[config.mk]
export PLATFORM = sky130hd
export DESIGN_NAME = soft_reset_seq
export DESIGN_NICKNAME = d
export VERILOG_FILES = /design/src/rtl/srs_pkg.sv /design/src/rtl/srs_bound_ctr.sv /design/src/rtl/srs_step_decode.sv /design/src/rtl/soft_reset_seq.sv
export SDC_FILE = /design/constraint.sdc
export NUM_CORES = 1
export LEC_CHECK = 0
export BUFFER_PORTS_ARGS = -buffer_cell sky130_fd_sc_hd__buf_2
export CORE_MARGIN = 3
export CORE_UTILIZATION = 35
export CTS_CLUSTER_DIAMETER = 120
export DETAILED_ROUTE_END_ITERATION = 12
export GPL_TIMING_DRIVEN = 0
export HOLD_SLACK_MARGIN = 0.08
export SLEW_MARGIN = 20
export SYNTH_ARGS = -nofsm -noshare
export SYNTH_HDL_FRONTEND = slang
export SYNTH_SLANG_ARGS = --single-unit
[constraint.sdc]
create_clock -name clk_i -period 4.3 [get_ports clk_i]
set_input_delay 0.86 -clock clk_i [delete_from_list [all_inputs] [get_ports clk_i]]
set_output_delay 0.86 -clock clk_i [all_outputs]
set_load 0.01 [all_outputs]
[src/rtl/srs_pkg.sv]
package srs_pkg;
  typedef enum logic [2:0] {
    OP_REL1, OP_UNGATE1, OP_ASSERT, OP_REL2, OP_UNGATE2, OP_SETTLE
  } op_e;

  typedef enum logic [2:0] {
    ERR_NONE     = 3'd0,
    ERR_ENABLE   = 3'd1,
    ERR_RESET    = 3'd2,
    ERR_REENABLE = 3'd3,
    ERR_UNGATE   = 3'd4
  } err_e;

  typedef struct packed {
    logic rmw;       // step starts with a read-modify-write
    logic tgt_sr;    // 1: modify reset bit, 0: gate bit
    logic tgt_val;
    logic poll;      // step ends with a bounded poll
    logic poll_sr;   // 1: watch reset bit, 0: gate bit
    logic poll_val;
    err_e err;
  } step_t;
endpackage

[src/rtl/srs_bound_ctr.sv]
module srs_bound_ctr #(
  parameter int unsigned LIMIT = 4,
  localparam int unsigned W = $clog2(LIMIT + 1)
) (
  input  logic         clk_i,
  input  logic         rst_ni,
  input  logic         clr_i,
  input  logic         inc_i,
  output logic [W-1:0] cnt_o,
  output logic         last_o
);
  localparam logic [W-1:0] LAST = W'(LIMIT - 1);

  always_ff @(posedge clk_i or negedge rst_ni) begin
    if (!rst_ni)    cnt_o <= '0;
    else if (clr_i) cnt_o <= '0;
    else if (inc_i) cnt_o <= cnt_o + 1'b1;
  end

  assign last_o = (cnt_o == LAST);
endmodule

[src/rtl/srs_step_decode.sv]
module srs_step_decode
  import srs_pkg::*;
(
  input  op_e   op_i,
  input  logic  just_i,
  output step_t step_o,
  output op_e   next_o,
  output logic  final_o
);
  always_comb begin
    step_o  = '{rmw: 1'b1, tgt_sr: 1'b1, tgt_val: 1'b0, poll: 1'b0,
                poll_sr: 1'b1, poll_val: 1'b0, err: ERR_NONE};
    next_o  = OP_SETTLE;
    final_o = 1'b0;
    unique case (op_i)
      OP_REL1: begin
        step_o.poll = 1'b1;
        step_o.err  = ERR_ENABLE;
        next_o      = OP_UNGATE1;
      end
      OP_UNGATE1: begin
        step_o.tgt_sr = 1'b0;
        next_o        = just_i ? OP_SETTLE : OP_ASSERT;
      end
      OP_ASSERT: begin
        step_o.tgt_val  = 1'b1;
        step_o.poll     = 1'b1;
        step_o.poll_sr  = 1'b0;
        step_o.poll_val = 1'b1;
        step_o.err      = ERR_RESET;
        next_o          = OP_REL2;
      end
      OP_REL2: begin
        step_o.poll = 1'b1;
        step_o.err  = ERR_REENABLE;
        next_o      = OP_UNGATE2;
      end
      OP_UNGATE2: begin
        step_o.tgt_sr = 1'b0;
        next_o        = OP_SETTLE;
      end
      OP_SETTLE: begin
        step_o.rmw     = 1'b0;
        step_o.poll    = 1'b1;
        step_o.poll_sr = 1'b0;
        step_o.err     = ERR_UNGATE;
        final_o        = 1'b1;
      end
      default: ;
    endcase
  end
endmodule

[src/rtl/soft_reset_seq.sv]
module soft_reset_seq
  import srs_pkg::*;
#(
  parameter int unsigned     DW         = 32,
  parameter int unsigned     AW         = 12,
  parameter logic [AW-1:0]   CTRL_ADDR  = '0,
  parameter int unsigned     POLL_LIMIT = 1000000,
  parameter int unsigned     MAX_TRIES  = 10
) (
  input  logic          clk_i,
  input  logic          rst_ni,
  input  logic          start_i,
  input  logic          just_enable_i,
  output logic [AW-1:0] bus_addr_o,
  output logic [DW-1:0] bus_wdata_o,
  output logic          bus_we_o,
  output logic          bus_re_o,
  input  logic [DW-1:0] bus_rdata_i,
  input  logic          bus_ready_i,
  output logic          done_o,
  output logic          err_o,
  output logic [2:0]    err_code_o
);
  localparam int unsigned SR_POS = DW - 1;
  localparam int unsigned CG_POS = DW - 2;
  localparam int unsigned PW = $clog2(POLL_LIMIT + 1);
  localparam int unsigned TW = $clog2(MAX_TRIES + 1);

  typedef enum logic [1:0] {ST_IDLE, ST_RD, ST_WR, ST_POLL} st_e;

  st_e           st_q;
  op_e           op_q, nxt_op;
  logic          mode_q;
  logic [DW-1:0] wdata_q, patched;
  logic          done_q;
  err_e          err_q;
  step_t         step;
  logic          fin, hit, fail, go;
  logic [PW-1:0] poll_cnt;
  logic [TW-1:0] try_cnt;
  logic          poll_last, try_last;

  srs_step_decode u_dec (
    .op_i(op_q), .just_i(mode_q), .step_o(step), .next_o(nxt_op), .final_o(fin)
  );

  srs_bound_ctr #(.LIMIT(POLL_LIMIT)) u_poll (
    .clk_i, .rst_ni,
    .clr_i (st_q != ST_POLL),
    .inc_i (st_q == ST_POLL && bus_ready_i && !hit && !poll_last),
    .cnt_o (poll_cnt),
    .last_o(poll_last)
  );

  srs_bound_ctr #(.LIMIT(MAX_TRIES)) u_try (
    .clk_i, .rst_ni,
    .clr_i (st_q == ST_IDLE),
    .inc_i (fail && !try_last),
    .cnt_o (try_cnt),
    .last_o(try_last)
  );

  assign hit  = (step.poll_sr ? bus_rdata_i[SR_POS] : bus_rdata_i[CG_POS]) == step.poll_val;
  assign fail = (st_q == ST_POLL) && bus_ready_i && !hit && poll_last;
  assign go   = bus_ready_i && (((st_q == ST_WR) && !step.poll) || ((st_q == ST_POLL) && hit));

  always_comb begin
    patched = bus_rdata_i;
    if (step.tgt_sr) patched[SR_POS] = step.tgt_val;
    else             patched[CG_POS] = step.tgt_val;
  end

  always_ff @(posedge clk_i or negedge rst_ni) begin
    if (!rst_ni) begin
      st_q    <= ST_IDLE;
      op_q    <= OP_REL1;
      mode_q  <= 1'b0;
      wdata_q <= '0;
      done_q  <= 1'b0;
      err_q   <= ERR_NONE;
    end else begin
      done_q <= 1'b0;
      unique case (st_q)
        ST_IDLE: if (start_i) begin
          mode_q <= just_enable_i;
          op_q   <= OP_REL1;
          err_q  <= ERR_NONE;
          st_q   <= ST_RD;
        end
        ST_RD: if (bus_ready_i) begin
          wdata_q <= patched;
          st_q    <= ST_WR;
        end
        ST_WR: if (bus_ready_i && step.poll) st_q <= ST_POLL;
        ST_POLL: ;
        default: st_q <= ST_IDLE;
      endcase
      if (go) begin
        if (fin) begin
          done_q <= 1'b1;
          st_q   <= ST_IDLE;
        end else begin
          op_q <= nxt_op;
          st_q <= (nxt_op == OP_SETTLE) ? ST_POLL : ST_RD;
        end
      end else if (fail) begin
        if (try_last) begin
          done_q <= 1'b1;
          err_q  <= step.err;
          st_q   <= ST_IDLE;
        end else begin
          op_q <= OP_REL1;
          st_q <= ST_RD;
        end
      end
    end
  end

  assign bus_addr_o  = CTRL_ADDR;
  assign bus_wdata_o = wdata_q;
  assign bus_re_o    = (st_q == ST_RD) || (st_q == ST_POLL);
  assign bus_we_o    = (st_q == ST_WR);
  assign done_o      = done_q;
  assign err_code_o  = err_q;
  assign err_o       = (err_q != ERR_NONE);
endmodule

# Word level (Yosys, flattened, before mapping)
# Cells that the tools add are included.
# W data, S select, Z words.
[totals]
output_inout_bits = 51
latch_bits = 0
ramBits = 0
rom_bits = 0
ff_bits = 66
mem_count = 0
[classes]
n_mul = 0
bitwise = 0
eq_ne = 16
shifts = 0
addsub = 2
reduce_logical = 27
order_cmp = 0
div = 0
n_mux = 37
[ops]
columns = ["op", "count"]
rows = [
  ["$mux W20", 2],
  ["$mux W3", 12],
  ["$pmux W3 S4", 2],
  ["$add A20 B1 Y20 const B", 1],
  ["$eq A20 B20 Y1 const B", 1],
  ["$mux W2", 7],
  ["$mux W1", 11],
  ["$eq A3 B3 Y1 const B", 3],
  ["$logic_and A1 B1 Y1", 9],
  ["$mux W4", 2],
  ["$ne A4 B4 Y1 const B", 2],
  ["$eq A3 B2 Y1 const B", 2],
  ["$pmux W2 S3", 1],
  ["$reduce_bool A5 Y1", 1],
  ["$add A4 B1 Y4 const B", 1],
  ["$eq A2 B2 Y1 const B", 2],
  ["$eq A4 B4 Y1 const B", 1],
  ["$logic_not A1 Y1", 4],
  ["$ne A4 B1 Y1 const B", 1],
  ["$reduce_and A2 Y1", 2],
  ["$reduce_and A4 Y1", 1],
  ["$reduce_bool A2 Y1", 2],
  ["$reduce_or A2 Y1", 2],
  ["$reduce_or A4 Y1", 1],
  ["other kinds (8)", 9],
]

# Depth between registers and ports, before layout
# Gate-level depths: netlist of the first run.
[depth]
depth_word = 10
depth_mapped = 9

# Hierarchy
# From an unflattened synthesis of the first run, not the netlist that was laid out.
[hier_totals]
hier_cells = 297
hier_area_um2 = 3324.4
[by_module_without_submodules]
columns = ["mod", "cells_each", "area_per_inst_um2", "seq_area_each_um2", "n_inst"]
rows = [
  ["soft_reset_seq", 148, 1924.3, 1051.0, 1],
  ["srs_bound_ctr at u_poll", 108, 1043.5, 500.5, 1],
  ["srs_bound_ctr at u_try", 21, 221.5, 100.1, 1],
  ["srs_step_decode", 20, 135.1, 0.0, 1],
]

# Worst setup path after synthesis of the first run
# OpenSTA, ideal clock, no wires.
[synth_timing]
path_type = "input to register"
startpoint = "input bus_ready_i"
endpoint = "register st_q[0]"
cell_stages = 6
path_buffers = 1
arrival_ns = 2.319
setup_time_ns = 0.064
path_slack_ns = 1.917
path_cell_list = "clkbuf_1 > nand2_1 > a2111oi_4 > mux2_4 > a21oi_2 > mux2_2"
[synth_between]
elab_chain_cells = 5
[synth_lines]
columns = ["item", "line_no", "rtl"]
rows = [
  ["start, declared", "soft_reset_seq.sv:19", "input logic bus_ready_i,"],
  ["$logic_and A1 B1 Y1 (3 in a row)", "soft_reset_seq.sv:64", "assign fail = (st_q == ST_POLL) && bus_ready_i && !hit && poll_last;"],
  ["$ne A4 B4 Y1 (no line), or another cell as far along", "--", ""],
  ["$reduce_and A4 Y1 (no line) / $mux W2 (equally long branches)", "--", ""],
  ["end signal, assigned", "soft_reset_seq.sv:104", "st_q <= (nxt_op == OP_SETTLE) ? ST_POLL : ST_RD;"],
  ["end, declared", "soft_reset_seq.sv:31", "st_e st_q;"],
]
# Several ways; a longest one is shown, not always the timed one.
# A chain may end at the register's enable or synchronous reset.

# Final worst setup path of the first run
[layout_timing]
startpoint = "register st_q[0]"
endpoint = "output bus_re_o"
[layout_between]
elab_chain_cells = 2
[layout_lines]
columns = ["item", "line_no", "rtl"]
rows = [
  ["$eq A2 B1 Y1 / $eq A2 B2 Y1 (equally long branches)", "soft_reset_seq.sv:121", "assign bus_re_o = (st_q == ST_RD) || (st_q == ST_POLL);"],
  ["$logic_or A1 B1 Y1 *", "soft_reset_seq.sv:121", ""],
  ["end, declared", "soft_reset_seq.sv:17", "output logic bus_re_o,"],
]
# Mark *: on every way between the ends. The rest lies on a longest branch, timed or not.

==> impl_metrics.yaml, run 1 <==
sta:
  finalHoldViolations: 0
  min_period_over_period_pct: 62.63
  timing.setup.tns_ns: 0
  relSlewSlack_pct: 61.83
  timing.final.ws_setup_ns: 1.607
  worst_pin_slew_ns: 0.5725
  rsz0062_at_grt: "no"
  post-route-min-period_ns: 2.693
  worst_clock_skew_ns: 0.004846
  whs_ns: 0.3727
  drv_slew: 0
  fmax_mhz: 371.3
  setup_violations: 0
clock_tree:
  clock_latency_ns: 0.34
  hold_buffers: 0
  root_buffer: "clkbuf_8"
  cts-resized-gates: 0
  cts_tree: "done"
  cts_max_level: 3
  clk_pin_slew_ns: 0.07
  cts.sinks: 66
  numCtsBuffers: 9
  post-cts-setup-buffer-count: 0
  clockBufferDepth: 2
cells_and_area:
  drive_above_1_share_pct: 36.93
  finalCoreUtilization_pct: 45.39
  num-nets-final: 458
  nFillCells: 939
  syn_to_final_growth_pct: 23.95
  num_antenna_cells: 0
yosys:
  synth_top_family_by_area: "simple AND/OR/NAND/NOR gates"
  ys_types: 50
  async_flop_share_pct: 100.0
  synth-compound-area-share_pct: 11.59
  synth.cell_area_um2: 3432
  netlist.area_leader.share_pct: 48.12
  yosys.area.top_type: "dfrtp_1"
  synth_flop_cell: "dfrtp_1"
  synthTopCellsByArea: "dfrtp_1 (48%), mux2_2 (11%), buf_4 (3.3%), ha_1 (3.3%), nand2_1 (3.1%)"
  synth_area_per_cell_um2: 10.90
  synth_xor_area_share_pct: 2.552
  ys_warn_count: 0
  synth_seq_cells: 66
  synthSimpleGateAreaFrac_pct: 15.86
  synth_edf_count: 0
  synthAdderAreaFrac_pct: 3.281
  synthMuxAreaShare_pct: 13.01
  ys_seq_area_share_pct: 48.12
  synth_cells: 315
global_routing:
  antenna_found_initial: 0
  grt_max_degree: 52
  grt-ovfl-total: 0
  grt_pass1_wl_um: 12700
  top_usage_layer: "met2"
  grt_util_met3_pct: 4.077
  track_usage_pct: 14.08
  first_global_vias: 2574
  use_met2_pct: 23.79
  grt_use_met1_pct: 17.71
worst_setup_path:
  cpPeakStageDelay_ns: 0.43
  startpoint_type: "flop"
  path_class: "reg2out"
  cp_data_required_time_ns: 3.44
  path_cells: "ha_1 > clkbuf_1 > or2_2 > buf_2"
  cp-end-kind: "output port"
  critPathTopFamily: "flip-flops"
  r2r_slack_ns: 2.00
  slowest_stage: "dfrtp_1"
  path_buf_inv: 2
  critical_path_arrival_ns: 1.83
  critPathMaxFanout: 10
placement:
  place_congestion: 0.8131
  io_buffers: 74
  place_ws_ns: 1.592
  hpwl_um: 5531
floorplan:
  die_h_um: 105.0
  core_um2: 9371
  io_pins: 88
  num_rows: 35
  fp.dieArea_um2: 11030
  initial_core_util_pct: 36.62
  die_w_um: 105.0
hold_path:
  worstHoldPathType: "in2async"
routing:
  drtIter0Drc: 114
  avgViaCountPerCell: 4.819
  vias: 2631
  dr.pass1.iters: 4
  totalWireLength_um: 7430
  drc_errors: 0
  ant_nets: 0
  wl_per_cell_um: 13.61
power_and_ir_drop:
  seqPwrFrac_pct: 36.2
  clockPowerShare_pct: 23.4
  comb_power_share_pct: 40.4
  p_switching_w: 0.0008878
  p_leak_nw: 1.946
  intPower_w: 0.001583
  powerDensity_nw_per_um2: 580.7
  ir_drop_v: 0.0002092
  swShare_pct: 35.94
job:
  maxCapViolCount: 0
outcome:
  status: "completed"
[path summary, 6_finish.rpt]
path / from / end / cells past startpoint
hold reg to reg: bus_wdata_o[30] / bus_wdata_o[30] / 2
max in group asynchronous: rst_ni / u_poll.cnt_o[12] / 2
min in group clk_i: bus_wdata_o[30] / bus_wdata_o[30] / 2
hold / removal: rst_ni / bus_wdata_o[27] / 1
setup reg to reg: u_poll.cnt_o[13] / st_q[0] / 6
setup / recovery: st_q[0] / bus_re_o / 4
[cells in the mapped netlist, types with 6 or more instances]
master    instances
dfrtp_1          66
mux2_2           33
nand2_1          28
o21ai_0          18
a21oi_1          15
buf_4            15
nor2_1           15
nand3_1          10
nand4_1          10
or3_1            10
ha_1              9
inv_1             9
xor2_1            7
clkbuf_1          6
mux2i_1           6
o31ai_1           6
[cells in the final DEF (no fill, tap or decap), drive strengths merged, types with 9 or more instances in the layout]
master / count
buf: 93
dfrtp: 66
mux2: 34
nand2: 28
o21ai: 19
a21oi: 17
clkbuf: 16
nor2: 15
conb: 12
nand4: 11
nand3: 10
or3: 10
inv: 9
ha: 9
[logic make-up after synthesis]
| logic type | after synthesis |
|---|---|
| DFF | 66 |
| buffers and inverters | 34 |
| and+or+nand+nor | 101 |
| adders and majority gates | 9 |
| muxes | 40 |
| AOI/OAI and AO/OA | 54 |
| xor gates and xnor gates | 10 |
| other | 1 |
[worst register-to-register path, stage by stage, from the launching register on]
cell and delay, ns:
dfrtp_1 0.43, nor4_1 0.41, nand4_1 0.23, a2111oi_4 0.54, mux2_4 0.35, a21oi_2 0.13, mux2_2 0.15
[power groups by stage]
stage          clock network (W)  logic (W)  registers [W]
6_report                0.000578   0.000998       0.000895
5_1_grt                 0.000625    0.00109       0.000923
4_1_cts                 0.000595    0.00101       0.000896
3_5_place_dp                   0    0.00101       0.000908
3_3_place_gp                   0   0.000989       0.000901
2_1_floorplan                  0   0.000597       0.000980
[sequential cells by signal, indices dropped and copies added, names as in the netlist]
| register | count |
|---|---|
| op_q | 3 |
| bus_wdata_o | 32 |
| st_q | 2 |
| done_o | 1 |
| u_poll.cnt_o | 20 |
| u_try.cnt_o | 4 |
| mode_q | 1 |
| err_code_o | 3 |
[layer usage]
| metal | vias to the layer above | wire, µm |
|---|---|---|
| li1 | 1298 | - |
| met3 | 4 | 331 |
| met2 | 60 | 3776 |
| met4 | 0 | 55 |
| met5 | - | 0 |
| met1 | 1269 | 3265 |
[through the flow]
stage | std cells | area, µm² | power, W
finish | 546 | 4254 | 0.002470
global route | 546 | 4254 | 0.002642
CTS | 546 | 4254 | 0.002506
detailed placement | 530 | 4035 | 0.001920
global placement | 529 | 4005 | 0.001890
floorplan | 326 | 3473 | 0.001577
[area by class of cell]
cell class | count | area (µm²) | share of cell area, %
tap | 129 | 161.4 | 3.794
buffer | 24 | 150.1 | 3.529
timing repair buffer | 75 | 400.4 | 9.412
inverter | 10 | 37.54 | 0.8824
clock buffer | 10 | 127.6 | 3.000
sequential | 66 | 1652 | 38.82
clock inverter | 6 | 91.34 | 2.147
multi-input combinational | 226 | 1634 | 38.41
Power figures use the tool's default switching activity.
==> run 2, diff against run 1 <==
==> constraint.sdc (replaced) <==
create_clock -name clk_i -period 2.8 [get_ports clk_i]
set_input_delay 0.56 -clock clk_i [delete_from_list [all_inputs] [get_ports clk_i]]
set_output_delay 0.56 -clock clk_i [all_outputs]
set_load 0.01 [all_outputs]
==> impl_metrics.yaml, run 2 (synthesized netlist as in run 1, its figures left out) <==
hold_path:
  min_path_cells: 2
  worstHoldEndpoint: "bus_wdata_o[5]"
  worstHoldPathType: "in2reg"
  worst_hold_startpoint: "bus_rdata_i[5]"
worst_setup_path:
  reg2reg_depth: 6
  cp-end-kind: "output port"
  path_cells: "ha_1 > clkbuf_1 > or2_2 > buf_2"
  reg2reg_to: "err_code_o[1]"
  critPathMaxFanout: 10
  path_class: "reg2out"
  startpoint_type: "flop"
  slowest_stage: "dfrtp_1"
  cp_data_required_time_ns: 2.24
  critPathTopFamily: "flip-flops"
  path_buf_inv: 2
  critical_path_arrival_ns: 1.84
  r2r_slack_ns: 0.50
  reg2reg_from: "op_q[1]"
  cpPeakStageDelay_ns: 0.43
clock_tree:
  numCtsBuffers: 9
  clk_pin_slew_ns: 0.08
  post-cts-setup-buffer-count: 0
  root_buffer: "clkbuf_8"
  cts_tree: "done"
  cts-resized-gates: 0
  cts_max_level: 3
  clockBufferDepth: 2
  cts.sinks: 66
  hold_buffers: 1
  clock_latency_ns: 0.34
floorplan:
  die_w_um: 105.0
  initial_core_util_pct: 36.62
  fp.dieArea_um2: 11030
  num_rows: 35
  core_um2: 9371
  io_pins: 88
  die_h_um: 105.0
sta:
  drv_slew: 0
  setup_violations: 0
  relSlewSlack_pct: 61.86
  worst_clock_skew_ns: 0.004826
  rsz0062_at_grt: "no"
  timing.setup.tns_ns: 0
  worst_pin_slew_ns: 0.5721
  min_period_over_period_pct: 85.63
  fmax_mhz: 417.1
  post-route-min-period_ns: 2.398
  whs_ns: 0.4446
  finalHoldViolations: 0
power_and_ir_drop:
  p_leak_nw: 1.950
  ir_drop_v: 0.0003212
  powerDensity_nw_per_um2: 890.6
cells_and_area:
  syn_to_final_growth_pct: 24.24
  drive_above_1_share_pct: 36.84
  num_antenna_cells: 0
  num-nets-final: 459
  largest_reg_flops: 32
  final_cell_mix: "buf_2 (76), dfrtp_1 (66), mux2_2 (33)"
  final_cells: 547
  final_common_cell: "buf_2"
routing:
  avgViaCountPerCell: 4.857
  wl_per_cell_um: 13.59
  totalWireLength_um: 7436
  dr.pass1.iters: 4
  ant_nets: 0
  vias: 2657
  drtIter0Drc: 103
  drc_errors: 0
global_routing:
  grt_max_degree: 52
  antenna_found_initial: 0
  grt_pass1_wl_um: 12740
  track_usage_pct: 14.12
  grt-ovfl-total: 0
  first_global_vias: 2580
placement:
  hpwl_um: 5531
  place_congestion: 0.8131
  io_buffers: 74
  dpl.cell_count: 530
job:
  maxCapViolCount: 0
outcome:
  status: "completed"
## run 2: cell types whose count changed in the layout (fill, tap and decap cells not counted), sizes merged
cell	previous run	this run
dlygate4sd3	0	1
## run 2: worst reg2reg max path, delay by kind of cell (launching register included)
kind | cells | cell delay (ns)
mux | 1 | 0.22
simple gates | 3 | 0.75
compound gates | 2 | 0.87
flops | 1 | 0.40
## run 2: how the worst max path moves through the flow
stage | slack (ns) | endpoint | startpoint | cells after the start
4_1_cts | 0.38 | bus_re_o | st_q[0] | 4
3_3_place_gp | 0.40 | st_q[0] | bus_rdata_i[30] | 7
6_report | 0.40 | bus_re_o | st_q[0] | 4
2_1_floorplan | 0.72 | st_q[0] | bus_ready_i | 6
5_1_grt | 0.29 | bus_re_o | st_q[0] | 4
3_5_place_dp | 0.39 | u_poll.cnt_o[13] | bus_rdata_i[30] | 8
## run 2: per-stage QoR
step	power, W	cell area (µm²)	setup WS, ns	utilization, %
after global placement	0.002903	4005	0.3959	42.74
final	0.003798	4264	0.4024	45.50
after CTS	0.003849	4264	0.3837	45.50
after global routing	0.004059	4264	0.2894	45.50
after detailed placement	0.002949	4035	0.3915	43.06
after floorplan	0.002421	3473	0.7166	-
## run 2: routing by layer
layer  share of wire, %  GRT usage, %  wire length, µm  vias to the layer above
met5                  0             0                0                        -
met4               0.74         3.468               55                        0
met3                4.5         4.077              331                        4
met2                 51         23.92             3803                       59
met1                 44         17.71             3245                     1291
li1                   -             -                -                     1303
## run 2: final cells by class
type | instances | area [µm²]
Sequential cell | 66 | 1652
Tap cell | 129 | 161.4
Fill cell | 938 | 5107
Clock inverter | 6 | 91.34
Timing Repair Buffer | 76 | 410.4
Inverter | 10 | 37.54
Buffer | 24 | 150.1
Multi-Input combinational cell | 226 | 1634
Clock buffer | 10 | 127.6
## run 2: report_power, final
group	internal [W]	switching [W]	leakage, nW	total, W
logic	0.000696	0.000841	1.01	0.00154
clock network	0.000503	0.000385	0.0987	0.000888
registers	0.00123	0.000141	0.844	0.00137
total	0.00243	0.00137	1.95	0.00380
